`src/rtl/lbm_pkg.sv`:
```
package lbm_pkg;

   localparam int SEL_W     = 5;
   localparam int STD_LANES = 5;
   localparam int STD_BITS  = 7;
   localparam int LO_SLOTS  = 4;

   // source codes
   localparam int SRC_R0   = 0;
   localparam int SRC_G0   = 8;
   localparam int SRC_B0   = 16;
   localparam int SRC_HS   = 24;
   localparam int SRC_VS   = 25;
   localparam int SRC_DE   = 26;
   localparam int SRC_CE   = 27;
   localparam int SRC_ZERO = 28;
   localparam int SRC_ONE  = 29;

   // register layout
   localparam int CTRL_ADDR   = 0;
   localparam int LO_BASE     = 4;
   localparam int HI_BASE     = 8;
   localparam int LANE_STRIDE = 8;

   typedef enum logic {PK_HIGH = 1'b0, PK_LOW = 1'b1} pack_e;

   typedef struct packed {
      logic inv_de;
      logic inv_vs;
      logic inv_hs;
      logic out_en;
   } ctrl_t;

   function automatic logic [SEL_W-1:0] preset_code(input pack_e pk, input int lane, input int pos);
      int v;
      bit hi;
      hi = (pk == PK_HIGH);
      v  = SRC_ZERO;
      case (lane)
         0: v = (pos >= 2 && pos <= 4) ? SRC_ZERO : SRC_ONE;
         1: v = (pos == 6) ? SRC_G0 + (hi ? 2 : 0) : SRC_R0 + pos + (hi ? 2 : 0);
         2: v = (pos >= 5) ? SRC_B0 + pos - 5 + (hi ? 2 : 0) : SRC_G0 + pos + (hi ? 3 : 1);
         3: begin
            case (pos)
               6:       v = SRC_DE;
               5:       v = SRC_VS;
               4:       v = SRC_HS;
               default: v = SRC_B0 + pos + (hi ? 4 : 2);
            endcase
         end
         4: begin
            if (pos == 6)      v = SRC_CE;
            else if (pos >= 4) v = SRC_B0 + pos - 4 + (hi ? 0 : 6);
            else if (pos >= 2) v = SRC_G0 + pos - 2 + (hi ? 0 : 6);
            else               v = SRC_R0 + pos + (hi ? 0 : 6);
         end
         default: v = SRC_ZERO;
      endcase
      return SEL_W'(v);
   endfunction

   function automatic logic [STD_LANES*STD_BITS*SEL_W-1:0] preset_flat(input pack_e pk);
      logic [STD_LANES*STD_BITS*SEL_W-1:0] f;
      f = '0;
      for (int l = 0; l < STD_LANES; l++) begin
         for (int p = 0; p < STD_BITS; p++) begin
            f[(l*STD_BITS+p)*SEL_W +: SEL_W] = preset_code(pk, l, p);
         end
      end
      return f;
   endfunction

endpackage

```
`src/rtl/lbm_sel_regs.sv`:
```
module lbm_sel_regs
   import lbm_pkg::*;
#(
   parameter int LANES     = 5,
   parameter int WORD_BITS = 7,
   parameter int ADDR_W    = 8,
   parameter int DATA_W    = 32
) (
   input  logic                            clk,
   input  logic                            rst_n,
   input  logic                            wr_en,
   input  logic [ADDR_W-1:0]               wr_addr,
   input  logic [DATA_W-1:0]               wr_data,
   input  logic                            preset_load,
   input  logic                            preset_sel,
   output ctrl_t                           ctrl_q,
   output logic [LANES*WORD_BITS*SEL_W-1:0] sel_q
);
   localparam int USED_W   = LO_SLOTS * SEL_W;
   localparam int LAST_ADR = HI_BASE + (LANES - 1) * LANE_STRIDE;

   if (DATA_W < USED_W) begin : g_bad_data
      $error("lbm_sel_regs: DATA_W too small for four selector fields");
   end
   if ((1 << ADDR_W) <= LAST_ADR) begin : g_bad_addr
      $error("lbm_sel_regs: ADDR_W cannot reach the last lane register");
   end
   if (WORD_BITS <= LO_SLOTS) begin : g_bad_bits
      $error("lbm_sel_regs: WORD_BITS must exceed the low-register slot count");
   end

   if (DATA_W > USED_W) begin : g_spare
      logic unused_wdata_hi;
      assign unused_wdata_hi = ^wr_data[DATA_W-1:USED_W];
   end

   // control register
   always_ff @(posedge clk or negedge rst_n) begin
      if (!rst_n) begin
         ctrl_q <= '0;
      end else if (wr_en && wr_addr == ADDR_W'(CTRL_ADDR)) begin
         ctrl_q <= ctrl_t'(wr_data[3:0]);
      end
   end

   // per-position selector
   for (genvar l = 0; l < LANES; l++) begin : g_lane
      for (genvar p = 0; p < WORD_BITS; p++) begin : g_pos
         localparam int REG_OFS = (p < LO_SLOTS) ? LO_BASE + l * LANE_STRIDE
                                                 : HI_BASE + l * LANE_STRIDE;
         localparam int FLD     = (p < LO_SLOTS) ? p * SEL_W : (p - LO_SLOTS) * SEL_W;
         localparam int IDX     = (l * WORD_BITS + p) * SEL_W;
         logic hit;
         assign hit = wr_en && (wr_addr == ADDR_W'(REG_OFS));
         always_ff @(posedge clk or negedge rst_n) begin
            if (!rst_n) begin
               sel_q[IDX +: SEL_W] <= preset_code(PK_HIGH, l, p);
            end else if (preset_load) begin
               sel_q[IDX +: SEL_W] <= preset_code(pack_e'(preset_sel), l, p);
            end else if (hit) begin
               sel_q[IDX +: SEL_W] <= wr_data[FLD +: SEL_W];
            end
         end
      end
   end

endmodule

```
`src/rtl/lbm_src_build.sv`:
```
module lbm_src_build
   import lbm_pkg::*;
#(
   parameter int COLOR_W = 8,
   localparam int SRC_N  = 1 << SEL_W
) (
   input  logic [COLOR_W-1:0] pix_r,
   input  logic [COLOR_W-1:0] pix_g,
   input  logic [COLOR_W-1:0] pix_b,
   input  logic               pix_hs,
   input  logic               pix_vs,
   input  logic               pix_de,
   input  logic               pix_ce,
   input  ctrl_t              ctrl,
   output logic [SRC_N-1:0]   src
);
   if (COLOR_W != SRC_G0) begin : g_bad_color
      $error("lbm_src_build: code map assumes COLOR_W == 8");
   end

   always_comb begin
      src                          = '0;
      src[SRC_R0 +: COLOR_W]       = pix_r;
      src[SRC_G0 +: COLOR_W]       = pix_g;
      src[SRC_B0 +: COLOR_W]       = pix_b;
      src[SRC_HS]                  = pix_hs ^ ctrl.inv_hs;
      src[SRC_VS]                  = pix_vs ^ ctrl.inv_vs;
      src[SRC_DE]                  = pix_de ^ ctrl.inv_de;
      src[SRC_CE]                  = pix_ce;
      src[SRC_ZERO]                = 1'b0;
      src[SRC_ONE]                 = 1'b1;
   end

   logic unused_en;
   assign unused_en = ctrl.out_en;

endmodule

```
`src/rtl/lbm_lane_mux.sv`:
```
module lbm_lane_mux
   import lbm_pkg::*;
#(
   parameter int LANES     = 5,
   parameter int WORD_BITS = 7,
   localparam int SRC_N    = 1 << SEL_W,
   localparam int NPOS     = LANES * WORD_BITS
) (
   input  logic                    clk,
   input  logic                    rst_n,
   input  logic                    out_en,
   input  logic [SRC_N-1:0]        src,
   input  logic [NPOS*SEL_W-1:0]   sel,
   output logic [NPOS-1:0]         words
);
   logic [NPOS-1:0] nxt;

   for (genvar i = 0; i < NPOS; i++) begin : g_bit
      assign nxt[i] = src[sel[i*SEL_W +: SEL_W]];
   end

   always_ff @(posedge clk or negedge rst_n) begin
      if (!rst_n)      words <= '0;
      else if (out_en) words <= nxt;
      else             words <= '0;
   end

endmodule

```
`src/rtl/lbm_shift_out.sv`:
```
module lbm_shift_out #(
   parameter int LANES     = 5,
   parameter int WORD_BITS = 7
) (
   input  logic                       clk,
   input  logic                       rst_n,
   input  logic [LANES*WORD_BITS-1:0] words,
   output logic [LANES-1:0]           ser_data,
   output logic                       ser_first
);
   localparam int PH_W = (WORD_BITS > 1) ? $clog2(WORD_BITS) : 1;
   localparam logic [PH_W-1:0] PH_LAST = PH_W'(WORD_BITS - 1);

   logic [PH_W-1:0] ph_q;
   logic            load;

   assign load = (ph_q == PH_LAST);

   always_ff @(posedge clk or negedge rst_n) begin
      if (!rst_n) begin
         ph_q      <= PH_LAST;
         ser_first <= 1'b0;
      end else if (load) begin
         ph_q      <= '0;
         ser_first <= 1'b1;
      end else begin
         ph_q      <= ph_q + PH_W'(1);
         ser_first <= 1'b0;
      end
   end

   for (genvar l = 0; l < LANES; l++) begin : g_lane
      logic [WORD_BITS-1:0] sh_q;
      always_ff @(posedge clk or negedge rst_n) begin
         if (!rst_n)    sh_q <= '0;
         else if (load) sh_q <= words[l*WORD_BITS +: WORD_BITS];
         else           sh_q <= sh_q >> 1;
      end
      assign ser_data[l] = sh_q[0];
   end

endmodule

```
`src/rtl/lane_bit_mapper.sv`:
```
module lane_bit_mapper
   import lbm_pkg::*;
#(
   parameter int LANES     = 5,
   parameter int WORD_BITS = 7,
   parameter int COLOR_W   = 8,
   parameter int ADDR_W    = 8,
   parameter int DATA_W    = 32,
   parameter bit SHIFT_EN  = 1'b1
) (
   input  logic                       clk,
   input  logic                       rst_n,
   input  logic                       cfg_wr,
   input  logic [ADDR_W-1:0]          cfg_addr,
   input  logic [DATA_W-1:0]          cfg_wdata,
   input  logic                       preset_load,
   input  logic                       preset_sel,
   input  logic [COLOR_W-1:0]         pix_r,
   input  logic [COLOR_W-1:0]         pix_g,
   input  logic [COLOR_W-1:0]         pix_b,
   input  logic                       pix_hs,
   input  logic                       pix_vs,
   input  logic                       pix_de,
   input  logic                       pix_ce,
   output logic [LANES*WORD_BITS-1:0] lane_words,
   output logic [LANES-1:0]           ser_data,
   output logic                       ser_first
);
   localparam int SRC_N = 1 << SEL_W;
   localparam int NPOS  = LANES * WORD_BITS;

   if (LANES != STD_LANES || WORD_BITS != STD_BITS) begin : g_bad_geom
      $error("lane_bit_mapper: built-in packings need 5 lanes of 7 bits");
   end
   if (3 * COLOR_W + 6 > SRC_N) begin : g_bad_src
      $error("lane_bit_mapper: source vector exceeds selector range");
   end

   ctrl_t                  ctrl_q;
   logic [NPOS*SEL_W-1:0]  sel_q;
   logic [SRC_N-1:0]       src;

   lbm_sel_regs #(
      .LANES(LANES), .WORD_BITS(WORD_BITS), .ADDR_W(ADDR_W), .DATA_W(DATA_W)
   ) u_regs (
      .clk(clk), .rst_n(rst_n), .wr_en(cfg_wr), .wr_addr(cfg_addr),
      .wr_data(cfg_wdata), .preset_load(preset_load), .preset_sel(preset_sel),
      .ctrl_q(ctrl_q), .sel_q(sel_q)
   );

   lbm_src_build #(.COLOR_W(COLOR_W)) u_src (
      .pix_r(pix_r), .pix_g(pix_g), .pix_b(pix_b), .pix_hs(pix_hs),
      .pix_vs(pix_vs), .pix_de(pix_de), .pix_ce(pix_ce), .ctrl(ctrl_q),
      .src(src)
   );

   lbm_lane_mux #(.LANES(LANES), .WORD_BITS(WORD_BITS)) u_mux (
      .clk(clk), .rst_n(rst_n), .out_en(ctrl_q.out_en), .src(src),
      .sel(sel_q), .words(lane_words)
   );

   if (SHIFT_EN) begin : g_shift
      lbm_shift_out #(.LANES(LANES), .WORD_BITS(WORD_BITS)) u_shift (
         .clk(clk), .rst_n(rst_n), .words(lane_words),
         .ser_data(ser_data), .ser_first(ser_first)
      );
   end else begin : g_no_shift
      assign ser_data  = '0;
      assign ser_first = 1'b0;
   end

endmodule

```
`config.mk`:
```
export PLATFORM = sky130hd
export DESIGN_NAME = lane_bit_mapper
export DESIGN_NICKNAME = d
export VERILOG_FILES = /design/src/rtl/lbm_pkg.sv /design/src/rtl/lbm_sel_regs.sv /design/src/rtl/lbm_src_build.sv /design/src/rtl/lbm_lane_mux.sv /design/src/rtl/lbm_shift_out.sv /design/src/rtl/lane_bit_mapper.sv
export SDC_FILE = /design/constraint.sdc
export NUM_CORES = 1
export LEC_CHECK = 0
export BUFFER_PORTS_ARGS = -buffer_cell sky130_fd_sc_hd__buf_2
export CAP_MARGIN = 20
export CELL_PAD_IN_SITES_DETAIL_PLACEMENT = 1
export CELL_PAD_IN_SITES_GLOBAL_PLACEMENT = 1
export CORE_MARGIN = 1
export CORE_UTILIZATION = 35
export DETAILED_ROUTE_END_ITERATION = 10
export GPL_ROUTABILITY_DRIVEN = 0
export PLACE_DENSITY = 0.57
export SYNTH_ARGS = -nofsm -noshare
export SYNTH_HDL_FRONTEND = slang
export SYNTH_HIERARCHICAL = 1
export SYNTH_SLANG_ARGS = --single-unit
```
`constraint.sdc`:
```
create_clock -name clk -period 2.3 [get_ports clk]
set_input_delay 0.345 -clock clk [delete_from_list [all_inputs] [get_ports clk]]
set_output_delay 0.345 -clock clk [all_outputs]
set_load 0.02 [all_outputs]
```
**Yosys cells after proc, flatten, opt, wreduce, memory -nomap -nowiden**

Index checks and enable logic that the tools add are counted.
W data, S select, Z words.

- Register bits after elaboration: 253
- Input port bits: 73
- Output and inout port bits: 41
- Logic and storage cells: 293

- Add/subtract/negate cells: 23
- Magnitude comparators: 35
- Equality and inequality tests: 11
- Multiplexer cells: 152
- Bitwise operators: 3
- Reductions and logical operators: 22

Operators with widths:

| cell | count |
|---|---|
| $mux W5 | 70 |
| $lt A5 B6 Y1 const B | 35 |
| $bmux W1 S5 | 35 |
| $add A5 B5 Y5 const A | 15 |
| $mux W1 | 36 |
| $mux W35 | 1 |
| $mux W7 | 5 |
| $eq A8 B5 Y1 const B | 4 |
| $eq A8 B6 Y1 const B | 3 |
| $reduce_bool A2 Y1 | 10 |
| $eq A8 B4 Y1 const B | 2 |
| $logic_and A1 B1 Y1 | 11 |
| $add A4 B5 Y5 const A | 2 |
| $mux W3 | 3 |
| $eq A8 B3 Y1 const B | 1 |
| $logic_not A8 Y1 | 1 |
| $add A2 B5 Y5 const A | 1 |
| $add A3 B5 Y5 const A | 1 |
| $add A4 B2 Y5 const A | 1 |
| $mux W2 | 2 |
| $add A1 B2 Y3 const A | 1 |
| $add A2 B2 Y3 const A | 1 |
| $add A3 B1 Y3 const B | 1 |
| $eq A3 B3 Y1 const B | 1 |
| $xor A1 B1 Y1 | 3 |

**Depth between registers and ports, before layout**

- Word-level depth: 4
- Gate-level depth with buffers: 7
- Gate-level depth less buffers: 5

**Hierarchy**

The synthesis kept the hierarchy.

Modules (own cells, without submodules):

| module | instances | cells an instance | area each (µm²) | seq. area each (µm²) |
|---|---|---|---|---|
| lbm_lane_mux | 1 | 950 | 11344.6 | 875.8 |
| lbm_sel_regs | 1 | 702 | 8266.7 | 4590.7 |
| lbm_shift_out | 1 | 89 | 1580.3 | 978.4 |
| lbm_src_build | 1 | 34 | 251.5 | 0.0 |

**Least setup slack after synthesis**

Ideal clock, no wire load.

- Kind: register to register
- Start: reg u_regs.sel_q[60]
- End: reg u_mux.words[12]
- Setup time: 0.121 ns
- Arrival time: 1.855 ns
- Setup slack: 0.324 ns
- Stages on the path, launching flop included: 6
- Path buffers: 1
- Period minus slack after synthesis: 1.976 ns
- Path through: dfstp_2 -> buf_2 -> mux4_2 -> nor2b_4 -> a2111oi_4 -> and4b_1

- Cells in the longest elaborated chain, start to end: 3

RTL lines:

| element | line | text |
|---|---|---|
| from (decl) | lbm_sel_regs.sv:17 | `output logic [LANES*WORD_BITS*SEL_W-1:0] sel_q` |
| from (signal, indexed assignment) | lbm_sel_regs.sv:57 | `sel_q[IDX +: SEL_W] <= preset_code(PK_HIGH, l, p);` |
| from (signal, indexed assignment) | lbm_sel_regs.sv:59 | `sel_q[IDX +: SEL_W] <= preset_code(pack_e'(preset_sel), l, p);` |
| from (signal, indexed assignment) | lbm_sel_regs.sv:61 | `sel_q[IDX +: SEL_W] <= wr_data[FLD +: SEL_W];` |
| $bmux W1 S5 | lbm_lane_mux.sv:19 | `assign nxt[i] = src[sel[i*SEL_W +: SEL_W]];` |
| $mux W1 (implied by the code) | lbm_lane_mux.sv:19 |  |
| $mux W35 | lbm_lane_mux.sv:24 | `else if (out_en) words <= nxt;` |
| to (signal assigned) | lbm_lane_mux.sv:24 |  |
| to (decl) | lbm_lane_mux.sv:14 | `output logic [NPOS-1:0] words` |

No other way between the ends. The select of a mux whose other input is x is not followed.
A chain may end at the register's enable or synchronous reset.

**Final worst setup path**

- Start: reg u_regs/ctrl_q[2] (netlist name)
- End: reg u_mux.words[24]

- Cells in the longest elaborated chain, start to end: 4

RTL lines:

| element | line | text |
|---|---|---|
| $xor A1 B1 Y1 | lbm_src_build.sv:27 | `src[SRC_VS] = pix_vs ^ ctrl.inv_vs;` |
| via src[25] | lane_bit_mapper.sv:41 | `logic [SRC_N-1:0] src;` |
| $bmux W1 S5 | lbm_lane_mux.sv:19 |  |
| $mux W1 (implied by the code) | lbm_lane_mux.sv:19 |  |
| $mux W35 | lbm_lane_mux.sv:24 |  |

The timed path passes the listed nets, and every way through them passes these cells. The select of a mux whose other input is x is not followed.

==> results.toml <==
[run_status]
outcome = "completed"

[finish]
drive_gt1_frac = 0.447
final_cells = 2574
finalInstanceArea_um2 = 24300
final_nets = 1838
seqCellArea_um2 = 6440
syn_to_final_growth_pct = 13.2
final_util = 0.402
fillers = 6308
final_cell_mix = "mux4_2 (237), mux2i_1 (211), dfrtp_1 (162)"
multi_input_area_um2 = 13400
final_common_cell = "mux4_2"

[timing]
tightest_slew_ns = 0.809
setup_slack_ns = 0.0853
grt_setup_unrepaired = "false"
fmax_mhz = 452
fin_setup_tns_ns = 0
period_needed_ns = 2.21
finalCritPeriodShare = 0.963
finClkSkew_ns = 0.0245
hold_viol_final = 0
whs_ns = 0.139
setup_violations = 0
relSlewSlack = 0.460
final_max_slew_viol_count = 0

[hold_path]
hp-start = "cfg_wdata[15]"
min_path_type = "in -> reg"

[placed_design]
hpwlAfterDp_um = 54400
io_buffers = 101
placed_area_um2 = 23100
numPlacedInstances = 2509
dp_slack_ns = -0.0880

[cts]
h-tree-depth = 2
clkLatencyLatePin_ns = 0.57
cts_buffers = 35
clkTransAtPathRegs_ns = 0.06
ctsRootBufferMaster = "clkbuf_16"
cts_tree = "built"
clock_path_buffers = 3
clock_sink_count = 253

[global_routing]
grt_max_degree = 61
grt-ovfl-total = 0
grt_pass1_vias = 17700
track_usage = 0.277
grt_pass1_wl_um = 126000
antenna_found_initial = 4

[yosys]
synth_area_um2 = 21400
ys_top_cells_by_area = "mux4_2 (25%), dfrtp_1 (19%), dfstp_2 (11%)"
ys.warnings.count = 6
synth_cell_types = 59
synth_top_cell_by_area = "mux4_2"
async_flop_share = 1.00
postSynthCellCount = 1775
ys.flop_type = "dfrtp_1"
syn_avg_cell_area_um2 = 12.1
ys_ff_latch = 253
synth_top_area_frac = 0.249
synth_seq_area_share = 0.301
synth_edf_count = 0

[die]
core_area_um2 = 60500
num_rows = 90
die_x_um = 250
initial_utilization = 0.355
io_pins = 114
die_y_um = 250
die_area_um2 = 62300

[critical_path]
cp-end-kind = "flip-flop"
critical_path.startpoint = "u_regs/ctrl_q[2]$_DFFE_PN0P_"
slowest_stage = "mux4_2"
critPathLaunchType = "flip-flop"
cpPeakStageDelay_ns = 0.47
required_ns = 2.74
worstSetupPathType = "reg -> reg"
r2r_start = "u_regs/ctrl_q[2]$_DFFE_PN0P_"
crit_fanout = 35
cp.arrival_ns = 2.65
path_cells = "xor2_4, buf_12, mux4_2, o22ai_1, o221ai_1, and4b_1, buf_4"

[pwr]
clockPowerShare = 0.433
p_leak_nw = 10.0
power_mw = 13.2
ir_worst_vdd_mv = 0.365
power_switching_mw = 3.95
p_int_mw = 9.29
powerDensity_nw_per_um2 = 545
sequentialPowerShare = 0.365
comb_power_share = 0.201
swShare = 0.299

[drt]
wl_per_cell_um = 33.6
route.detailed.drc = 0
drtAntennaViolNets = 0
vias_per_cell = 6.63
drtIter0Drc = 1765
num_vias = 17100
wl_um = 86500
drt_pass1_iterations = 8

[flow_run]
maxCapViolations = 0
critical path, delay by kind of cell, from the launching register on:
kind	cells	cell delay [ns]
DFF	1	0.44
AOI/OAI and AO/OA	2	0.27
buffers and inverters	2	0.37
xor gates and xnor gates	1	0.21
and+or+nand+nor	1	0.31
muxes	1	0.47
power groups by stage:
stage	combinational (mW)	clock [mW]	sequential (mW)
after floorplan	1.67	0	4.71
after global placement	2.52	0	4.89
after detailed placement	2.57	0	4.90
after CTS	2.58	5.90	4.83
after global routing	2.76	6.03	4.85
final	2.67	5.74	4.84
timing repair:
item                                    4_1_cts  5_1_grt
gates resized for setup                       0        3
endpoints found under the hold margin        27        0
buffers inserted                              0        0
endpoints found under the setup margin        0        2
hold buffers                                  1        0
synthesized netlist by cell type (all sizes together) (14+ instances only):
| library cell | number |
|---|---|
| inv | 20 |
| dfstp | 91 |
| o22ai | 20 |
| buf | 154 |
| o31ai | 46 |
| mux2 | 112 |
| a311oi | 21 |
| and4b | 14 |
| nand2b | 118 |
| a2111oi | 26 |
| o221ai | 14 |
| mux4 | 245 |
| o21ai | 32 |
| nand2 | 34 |
| clkbuf | 152 |
| nand3b | 16 |
| a41oi | 36 |
| mux2i | 211 |
| nor2 | 91 |
| nor2b | 27 |
| a21oi | 38 |
| nand3 | 24 |
| dfrtp | 162 |
layer usage:
metal | up-vias | track usage | wire length (µm)
met5 | - | 0 | 27
met4 | 4 | 0.126 | 3940
met3 | 246 | 0.0614 | 7940
met2 | 976 | 0.430 | 39400
met1 | 9043 | 0.370 | 35200
li1 | 6792 | - | -
path summary, 6_finish.rpt:
| check | end | cells past startpoint | slack [ns] |
|---|---|---|---|
| max | u_mux/words[24]$_DFF_PN0_ | 7 | 0.09 |
| min | u_regs/sel_q[85]$_DFFE_PN0P_ | 3 | 0.14 |
| max reg2reg | u_mux/words[24]$_DFF_PN0_ | 7 | 0.09 |
| min reg2reg | g_shift.u_shift/g_lane[1].sh_q[0]$_DFF_PN0_ | 1 | 0.48 |
| max in group asynchronous | u_regs/sel_q[5]$_DFFE_PN1P_ | 3 | 1.23 |
| min in group asynchronous | u_regs/sel_q[102]$_DFFE_PN0P_ | 2 | 0.32 |
cell type report:
type	count	area share
clock inverter	17	0.00840
tap	782	0.0403
antenna	1	0.000103
multi-input combinational	1198	0.552
sequential	253	0.265
inverter	20	0.00309
timing repair buffer	257	0.0899
clock buffer	46	0.0407
state kept, by name (all words and copies together) (netlist names):
signal	flops
g_shift.u_shift/g_lane.sh_q	35
g_shift.u_shift/ph_q	3
g_shift.u_shift/ser_first	1
u_mux/words	35
u_regs/ctrl_q	4
u_regs/sel_q	175
cells by family (layout without fill, tap and decap cells):
family,count (synthesis),after routing,synth area share
muxes,568,568,0.420
and+or+nand+nor,358,358,0.102
buffers and inverters,326,340,0.0785
AOI/OAI and AO/OA,265,265,0.0976
DFF,253,253,0.301
xor gates and xnor gates,3,3,0.00123
other,2,5,0.000350
Power figures use the tool's default switching activity.
